**config.mk**
```make
export PLATFORM = sky130hd
export DESIGN_NAME = rx_unpack
export DESIGN_NICKNAME = d
export VERILOG_FILES = /design/src/rtl/rxu_pkg.sv /design/src/rtl/rxu_ctrl.sv /design/src/rtl/rxu_lane.sv /design/src/rtl/rxu_limit.sv /design/src/rtl/rx_unpack.sv
export SDC_FILE = /design/constraint.sdc
export NUM_CORES = 1
export LEC_CHECK = 0
export ABC_AREA = 1
export ABC_CLOCK_PERIOD_IN_PS = 2300
export BUFFER_PORTS_ARGS = -buffer_cell sky130_fd_sc_hd__buf_4
export CORE_MARGIN = 1
export CORE_UTILIZATION = 55
export DETAILED_ROUTE_END_ITERATION = 6
export MAX_ROUTING_LAYER = met4
export PLACE_DENSITY = 0.83
export RECOVER_POWER = 25
export SYNTH_ARGS = -nofsm -noshare
export SYNTH_HDL_FRONTEND = slang
export SYNTH_SLANG_ARGS = --single-unit
```
**constraint.sdc**
```tcl
create_clock -name clk -period 2.3 [get_ports clk]
set_clock_uncertainty 0.15 [all_clocks]
set_input_delay 0.345 -clock clk [delete_from_list [all_inputs] [get_ports clk]]
set_output_delay 0.345 -clock clk [all_outputs]
set_load 0.01 [all_outputs]
```
**src/rtl/rxu_pkg.sv**
```systemverilog
package rxu_pkg;
  typedef enum logic [2:0] {
    ST_IDLE,
    ST_CHECK,
    ST_WAIT,
    ST_EMIT,
    ST_FIN
  } rxu_state_e;

  function automatic logic [2:0] bytes_per_word(input logic [1:0] code);
    case (code)
      2'd0:    return 3'd1;
      2'd1:    return 3'd2;
      default: return 3'd4;
    endcase
  endfunction
endpackage

```
**src/rtl/rxu_ctrl.sv**
```systemverilog
module rxu_ctrl
  import rxu_pkg::*;
#(
  parameter int WCNT_W = 6
) (
  input  logic              clk,
  input  logic              rst_n,
  input  logic              start,
  input  logic [WCNT_W-1:0] num_words,
  input  logic              fifo_not_empty,
  input  logic              step,
  input  logic              last_byte,
  output rxu_state_e        state,
  output logic              go,
  output logic              fifo_pop,
  output logic              capture,
  output logic              emit,
  output logic              done,
  output logic              busy,
  output logic              ran_dry
);
  rxu_state_e        nxt;
  logic [WCNT_W-1:0] words_left;
  logic              more;

  assign go       = start && (state == ST_IDLE);
  assign more     = (words_left != '0);
  assign fifo_pop = (state == ST_CHECK) && more && fifo_not_empty;
  assign capture  = (state == ST_WAIT);
  assign emit     = (state == ST_EMIT);
  assign done     = (state == ST_FIN);
  assign busy     = (state != ST_IDLE);

  always_comb begin
    nxt = state;
    case (state)
      ST_IDLE:  if (go) nxt = ST_CHECK;
      ST_CHECK: begin
        if (!more || !fifo_not_empty) nxt = ST_FIN;
        else                          nxt = ST_WAIT;
      end
      ST_WAIT:  nxt = ST_EMIT;
      ST_EMIT:  if (step && last_byte) nxt = ST_CHECK;
      ST_FIN:   nxt = ST_IDLE;
      default:  nxt = ST_IDLE;
    endcase
  end

  always_ff @(posedge clk or negedge rst_n) begin
    if (!rst_n) begin
      state      <= ST_IDLE;
      words_left <= '0;
      ran_dry    <= 1'b0;
    end else begin
      state <= nxt;
      if (go) begin
        words_left <= num_words;
        ran_dry    <= 1'b0;
      end else if (emit && step && last_byte) begin
        words_left <= words_left - 1'b1;
      end
      if (state == ST_CHECK && more && !fifo_not_empty) ran_dry <= 1'b1;
    end
  end
endmodule

```
**src/rtl/rxu_lane.sv**
```systemverilog
module rxu_lane
  import rxu_pkg::*;
(
  input  logic        clk,
  input  logic        rst_n,
  input  logic        capture,
  input  logic        step,
  input  logic [1:0]  size_code,
  input  logic [31:0] rdata,
  output logic [7:0]  cur_byte,
  output logic        last_byte
);
  logic [31:0] sh;
  logic [2:0]  left;

  assign cur_byte  = sh[31:24];
  assign last_byte = (left == 3'd1);

  always_ff @(posedge clk or negedge rst_n) begin
    if (!rst_n) begin
      sh   <= '0;
      left <= '0;
    end else if (capture) begin
      left <= bytes_per_word(size_code);
      case (size_code)
        2'd0:    sh <= {rdata[7:0], 24'h0};
        2'd1:    sh <= {rdata[15:0], 16'h0};
        default: sh <= rdata;
      endcase
    end else if (step) begin
      sh   <= {sh[23:0], 8'h0};
      left <= left - 3'd1;
    end
  end
endmodule

```
**src/rtl/rxu_limit.sv**
```systemverilog
module rxu_limit #(
  parameter int POS_W = 8
) (
  input  logic             clk,
  input  logic             rst_n,
  input  logic             clear,
  input  logic             emit,
  input  logic [POS_W-1:0] len,
  input  logic             out_ready,
  output logic             out_valid,
  output logic [POS_W-1:0] pos,
  output logic [POS_W-1:0] delivered,
  output logic             step
);
  logic keep;

  assign keep      = (pos < len);
  assign out_valid = emit && keep;
  assign step      = emit && (!keep || out_ready);

  always_ff @(posedge clk or negedge rst_n) begin
    if (!rst_n) begin
      pos       <= '0;
      delivered <= '0;
    end else if (clear) begin
      pos       <= '0;
      delivered <= '0;
    end else if (step) begin
      pos <= pos + 1'b1;
      if (keep) delivered <= delivered + 1'b1;
    end
  end
endmodule

```
**src/rtl/rx_unpack.sv**
```systemverilog
module rx_unpack
  import rxu_pkg::*;
#(
  parameter int WCNT_W = 6,
  localparam int POS_W = WCNT_W + 2
) (
  input  logic              clk,
  input  logic              rst_n,
  input  logic              start,
  input  logic [1:0]        word_size,
  input  logic [WCNT_W-1:0] num_words,
  input  logic [POS_W-1:0]  rx_len,
  input  logic              fifo_not_empty,
  output logic              fifo_pop,
  input  logic [31:0]       fifo_rdata,
  output logic              out_valid,
  input  logic              out_ready,
  output logic [7:0]        out_byte,
  output logic [POS_W-1:0]  out_index,
  output logic              busy,
  output logic              done,
  output logic [POS_W-1:0]  delivered,
  output logic              ran_dry
);
  rxu_state_e       state;
  logic             go, capture, emit, step, last_byte;
  logic [1:0]       size_q;
  logic [POS_W-1:0] len_q;

  always_ff @(posedge clk or negedge rst_n) begin
    if (!rst_n) begin
      size_q <= '0;
      len_q  <= '0;
    end else if (go) begin
      size_q <= word_size;
      len_q  <= rx_len;
    end
  end

  rxu_ctrl #(.WCNT_W(WCNT_W)) u_ctrl (
    .clk(clk), .rst_n(rst_n), .start(start), .num_words(num_words),
    .fifo_not_empty(fifo_not_empty), .step(step), .last_byte(last_byte),
    .state(state), .go(go), .fifo_pop(fifo_pop), .capture(capture),
    .emit(emit), .done(done), .busy(busy), .ran_dry(ran_dry)
  );

  rxu_lane u_lane (
    .clk(clk), .rst_n(rst_n), .capture(capture), .step(step),
    .size_code(size_q), .rdata(fifo_rdata), .cur_byte(out_byte),
    .last_byte(last_byte)
  );

  rxu_limit #(.POS_W(POS_W)) u_limit (
    .clk(clk), .rst_n(rst_n), .clear(go), .emit(emit), .len(len_q),
    .out_ready(out_ready), .out_valid(out_valid), .pos(out_index),
    .delivered(delivered), .step(step)
  );
endmodule

```
Word-level counts from Yosys, hierarchy flattened
Index checks and enable logic that the tools add are counted.
W data, S select, Z words.
{"block": "classes", "n_addsub": 4, "order_cmp": 1, "n_eq_ne": 8, "mux": 19, "reduce_logical": 25}
{"operator": "$mux W32", "n": 2}
{"operator": "$pmux W32 S2", "n": 1}
{"operator": "$mux W8", "n": 5}
{"operator": "$add A8 B1 Y8 const B", "n": 2}
{"operator": "$mux W3", "n": 5}
{"operator": "$mux W6", "n": 2}
{"operator": "$pmux W3 S4", "n": 1}
{"operator": "$reduce_bool A2 Y1", "n": 5}
{"operator": "$logic_and A1 B1 Y1", "n": 9}
{"operator": "$lt A8 B8 Y1", "n": 1}
{"operator": "$eq A3 B1 Y1 const B", "n": 2}
{"operator": "$eq A3 B2 Y1 const B", "n": 2}
{"operator": "$pmux W3 S2", "n": 1}
{"operator": "$reduce_bool A6 Y1", "n": 1}
{"operator": "$sub A6 B1 Y6 const B", "n": 1}
{"operator": "$ne A2 B2 Y1 const B", "n": 2}
{"operator": "$reduce_and A2 Y1", "n": 2}
{"operator": "$eq A3 B3 Y1 const B", "n": 1}
{"operator": "$logic_not A1 Y1", "n": 3}
{"operator": "$logic_not A3 Y1", "n": 1}
{"operator": "$reduce_bool A3 Y1", "n": 1}
{"operator": "$sub A3 B1 Y3 const B", "n": 1}
{"operator": "$eq A2 B1 Y1 const B", "n": 1}
{"operator": "$logic_not A2 Y1", "n": 1}
{"operator": "other kinds (2)", "n": 4}
{"block": "word_totals", "register_bits": 71, "inputBits": 53, "output_inout_bits": 29, "word_cells": 66}

Depth between registers and ports, before layout
{"block": "logic_depth", "depth_word": 8, "ltp_mapped": 13, "mapped_depth_nobuf": 13}

Hierarchy
A second synthesis with hierarchy kept.
{"block": "unflattened", "cells_unflattened": 557, "area_unflattened_um2": 4250.3}
{"mod": "rxu_lane", "instances": 1, "cells_per_inst": 251, "area_per_inst_um2": 1936.9, "seq_area_each_um2": 875.8}
{"mod": "rxu_limit", "instances": 1, "cells_per_inst": 161, "area_per_inst_um2": 1242.4, "seq_area_each_um2": 400.4}
{"mod": "rxu_ctrl", "instances": 1, "cells_per_inst": 103, "area_per_inst_um2": 693.2, "seq_area_each_um2": 250.2}
{"mod": "rx_unpack", "instances": 1, "cells_per_inst": 42, "area_per_inst_um2": 377.9, "seq_area_each_um2": 250.2}

Worst setup path after synthesis
No wires, ideal clock.
{"block": "synth_path", "path_type": "register -> register", "from": "register u_limit.pos[3]", "to": "register u_limit.delivered[3]", "setup_time_ps": 117, "arrival_ps": 1605, "t_required_ps": 2033, "setup_slack_ps": 428, "stages_incl_launch_ff": 10, "n_path_buf": 0, "synth_period_minus_slack_ps": 1872, "path_cell_list": "dfrtp_1 > ha_1 > a21oi_1 > nand2_1 > nand2_1 > nand2_1 > nor2_1 > nand2_2 > nand3_1 > nand2_1"}
{"block": "synth_between", "elab_chain_cells": 6, "elab_cells_between_ends": 7, "classes_between": "order compare (1); reduce/logical (6)"}
{"item": "start, declared", "line_no": "rxu_limit.sv:11", "rtl": "output logic [POS_W-1:0] pos,"}
{"item": "start signal, assigned", "line_no": "rxu_limit.sv:29", "rtl": "pos <= pos + 1'b1;"}
{"item": "$lt A8 B8 Y1 *", "line_no": "rxu_limit.sv:17", "rtl": "assign keep = (pos < len);"}
{"item": "$logic_not A1 Y1", "line_no": "rxu_limit.sv:19", "rtl": "assign step = emit && (!keep || out_ready);"}
{"item": "$logic_or A1 B1 Y1", "line_no": "rxu_limit.sv:19"}
{"item": "$logic_and A1 B1 Y1", "line_no": "rxu_limit.sv:19"}
{"item": "$reduce_bool A2 Y1 (no line)"}
{"item": "$reduce_and A2 Y1 (no line) *"}
{"item": "end signal, assigned", "line_no": "rxu_limit.sv:30", "rtl": "if (keep) delivered <= delivered + 1'b1;"}
{"item": "end, declared", "line_no": "rxu_limit.sv:12", "rtl": "output logic [POS_W-1:0] delivered,"}
Mark *: on every way between the ends. The rest lies on a longest branch, timed or not.
A chain may end at the register's enable or synchronous reset.

Worst setup path after layout
{"block": "layout_path", "from": "register u_limit.pos[7]", "to": "output out_valid"}
{"block": "layout_between", "elab_chain_cells": 2}
{"item": "$lt A8 B8 Y1", "line_no": "rxu_limit.sv:17"}
{"item": "$logic_and A1 B1 Y1", "line_no": "rxu_limit.sv:18", "rtl": "assign out_valid = emit && keep;"}
{"item": "end, declared", "line_no": "rx_unpack.sv:16", "rtl": "output logic out_valid,"}
Every way passes these cells.

==> flow_metrics.py <==
metrics = {
    "routing": {
        "postRouteAntennaNets": 0,
        "firstDrtPassIters": 5,
        "drt-wirelength-per-cell_um": 14.5,
        "viasPerCell": 5.41,
        "via_count": 3757,
        "first_iter_violations": 280,
        "wl_mm": 10.1,
        "drc_errors": 0,
    },
    "cts": {
        "cts_buffer_depth": 2,
        "cts.sink_count": 71,
        "worstSkewPairLatency_ns": 0.36,
        "cts_tree": "yes",
        "cts.htree.levels": 3,
        "path_clk_slew_ns": 0.08,
        "cts-buffers-inserted": 9,
        "root_buffer": "clkbuf_8",
    },
    "synthesis": {
        "synth_edf_count": 0,
        "synth_area_um2": 4020,
        "synth.cells.most_frequent": "138 x nand2_1, 71 x dfrtp_1, 69 x inv_1",
        "synth_largest_area_cell": "dfrtp_1",
        "ys_async_sr_fraction": 1.00,
        "avgSynthCellArea_um2": 7.83,
        "synth_ff_type": "dfrtp_1",
        "ys_seq_area_frac": 0.442,
        "synth_cell_type_count": 34,
        "synthTopCellsByArea": "dfrtp_1 44%, nand2_1 13%, nand3_1 7.2%",
        "yosysMostFrequentCell": "nand2_1",
        "ys_ff_latch": 71,
        "yosysTopAreaCellShare": 0.442,
        "synthCells": 513,
        "synth_fp_nets": 579,
        "ys.warnings.count": 0,
    },
    "timing": {
        "period_share": 0.972,
        "fin_crit_ns": 2.23,
        "fmax_mhz": 448,
        "report.final.slew_viol_count": 0,
        "slew_headroom": 0.453,
        "worst_pin_slew_ns": 0.821,
        "setup_viol": 0,
        "finalHoldViolations": 0,
    },
    "worst_setup_path": {
        "worstPathCellList": "ha_4 -> a21oi_2 -> o21a_1 -> nand2_2 -> nor2_4 -> buf_4",
        "crit_type": "reg -> out",
        "critPathLaunch": "u_limit.pos[7]",
        "r2r_slack_ns": 0.24,
        "r2r_start": "u_limit.pos[7]",
        "r2r_end": "u_limit.pos[5]",
        "slowest_delay_ns": 0.46,
        "cp.required_ns": 1.80,
        "crit_cells": 6,
        "path_buf_inv": 1,
        "crit_fanout": 4,
        "arrival_ns": 1.74,
        "critPathTopFamily": "flip-flops",
        "crit_path_end": "out_valid",
        "rr_worst_depth": 9,
        "start_kind": "flip-flop",
        "cp_slowest_cell": "dfrtp_1",
        "endpoint_kind": "primary output",
    },
    "placement": {
        "dp_hpwl_mm": 6.95,
        "routabilityCongestion": 0.843,
        "dp.cells": 670,
        "placement.io_buffers": 81,
    },
    "global_routing": {
        "grt_pass1_wl_mm": 15.8,
        "grt_pass1_vias": 3347,
        "grt_util_all_layers": 0.279,
        "grt_max_degree": 43,
        "grt-ovfl-total": 0,
        "antenna_found_initial": 0,
    },
    "cells_and_area": {
        "fill_cells": 557,
        "layout-drive-gt1-share": 0.236,
        "antenna-diode-count": 0,
        "area_delta_synth_final_pct": 23.1,
        "fin_cells": 694,
        "nNetsFinal": 659,
        "fin_util": 0.716,
    },
    "die": {
        "core_area_um2": 6910,
        "ios": 82,
        "initial_core_util": 0.582,
        "die_w_um": 87.5,
        "rows": 30,
        "die_y_um": 87.5,
        "die-area_um2": 7650,
    },
    "run_status": {
        "status": "finished clean",
    },
    "power_and_ir_drop": {
        "cellPowerDensity_nw_per_um2": 1170,
        "p_leak_uw": 0.00262,
        "peakVddDrop_v": 0.000587,
        "finalPower_uw": 5800,
    },
    "worst_hold_path": {
        "min_from": "rx_len[3]",
        "hold_class": "in -> reg",
    },
    "run": {
        "maxCapViolCount": 0,
    },
}
-- routing by layer --
metal	part of all wire	GRT usage	vias to the layer above	routed length, µm
met3	0.071	0.0294	20	712
met5	0	-	-	0
li1	-	-	1826	-
met2	0.47	0.420	185	4740
met1	0.44	0.393	1726	4450
met4	0.018	0.0999	0	179
-- repair_timing --
item | 4_1_cts | 5_1_grt
resized for setup | 3 | 10
setup buffers | 0 | 7
hold buffers | 1 | 0
pin swaps | 0 | 1
endpoints found under the hold margin | 31 | 0
endpoints found under the setup margin | 1 | 1
-- how the worst min path moves through the flow --
stage,to,cells past startpoint,slack (ns)
2_1_floorplan,len_q[0],0,-0.10
3_3_place_gp,len_q[6],1,0.17
3_5_place_dp,len_q[7],1,0.17
4_1_cts,size_q[0],3,0.05
5_1_grt,len_q[6],3,0.06
6_report,len_q[3],3,0.05
-- tightest hold or removal path: stages --
cell and delay [ns]:
buf_4 0.08, nand2_1 0.04, o21ai_0 0.06
-- report_power, final --
part           switching (µW)  total, µW  internal [µW]
clock                     488        903            414
sequential                316       2040           1720
combinational            1740       2860           1120
total                    2550       5800           3260
-- placed cells by master (no fill, tap or decap), types with 2 or more instances in the layout --
cell,n
dfrtp_1,66
clkinv_2,5
nand2_1,137
nand3_1,58
inv_2,6
o21ai_0,16
inv_1,69
xor2_1,9
buf_4,95
nor3_1,3
a31oi_1,2
nor2_1,13
ha_1,10
nand2_2,3
dfrtp_2,5
nand4_1,3
ha_4,3
a21oi_1,10
a21oi_2,2
xnor2_1,5
o22ai_1,8
o21ai_1,26
o221ai_1,16
clkbuf_8,10
-- state kept, by name (all words and copies together), names as in the netlist --
register / flops
u_lane.sh: 32
len_q: 8
u_limit.delivered: 8
u_limit.pos: 8
u_ctrl.words_left: 6
u_ctrl.state: 3
u_lane.left: 3
size_q: 2
u_ctrl.ran_dry: 1
-- layout make-up --
cell class                 instances  area, µm²  area share
multi-input combinational        336       1820       0.369
sequential                        71       1780       0.361
timing repair buffer              99        756       0.153
inverter                          76        287      0.0580
clock buffer                      10        138      0.0278
tap                               96        120      0.0243
clock inverter                     6       36.3     0.00734
-- metrics by stage --
stage               setup WS (ns)  cell area (µm²)  hold WS [ns]  setup TNS, ns
floorplan                   0.428             4020        -0.101              0
global placement            0.254             4660         0.168              0
detailed placement          0.225             4660         0.166              0
CTS                       0.00514             4850        0.0527              0
global route             -0.00395             4940        0.0623       -0.00395
finish                     0.0654             4940        0.0457              0
-- logic make-up (layout without fill, tap and decap cells) --
family / Yosys count / after routing / share of synthesized area
xor+xnor: 14 / 14 / 0.0305
compound gates: 82 / 82 / 0.121
fa+ha+maj: 13 / 13 / 0.0405
flops: 71 / 71 / 0.442
buf+inv: 106 / 191 / 0.117
simple gates: 227 / 227 / 0.248
(Power assumes the default switching activity.)
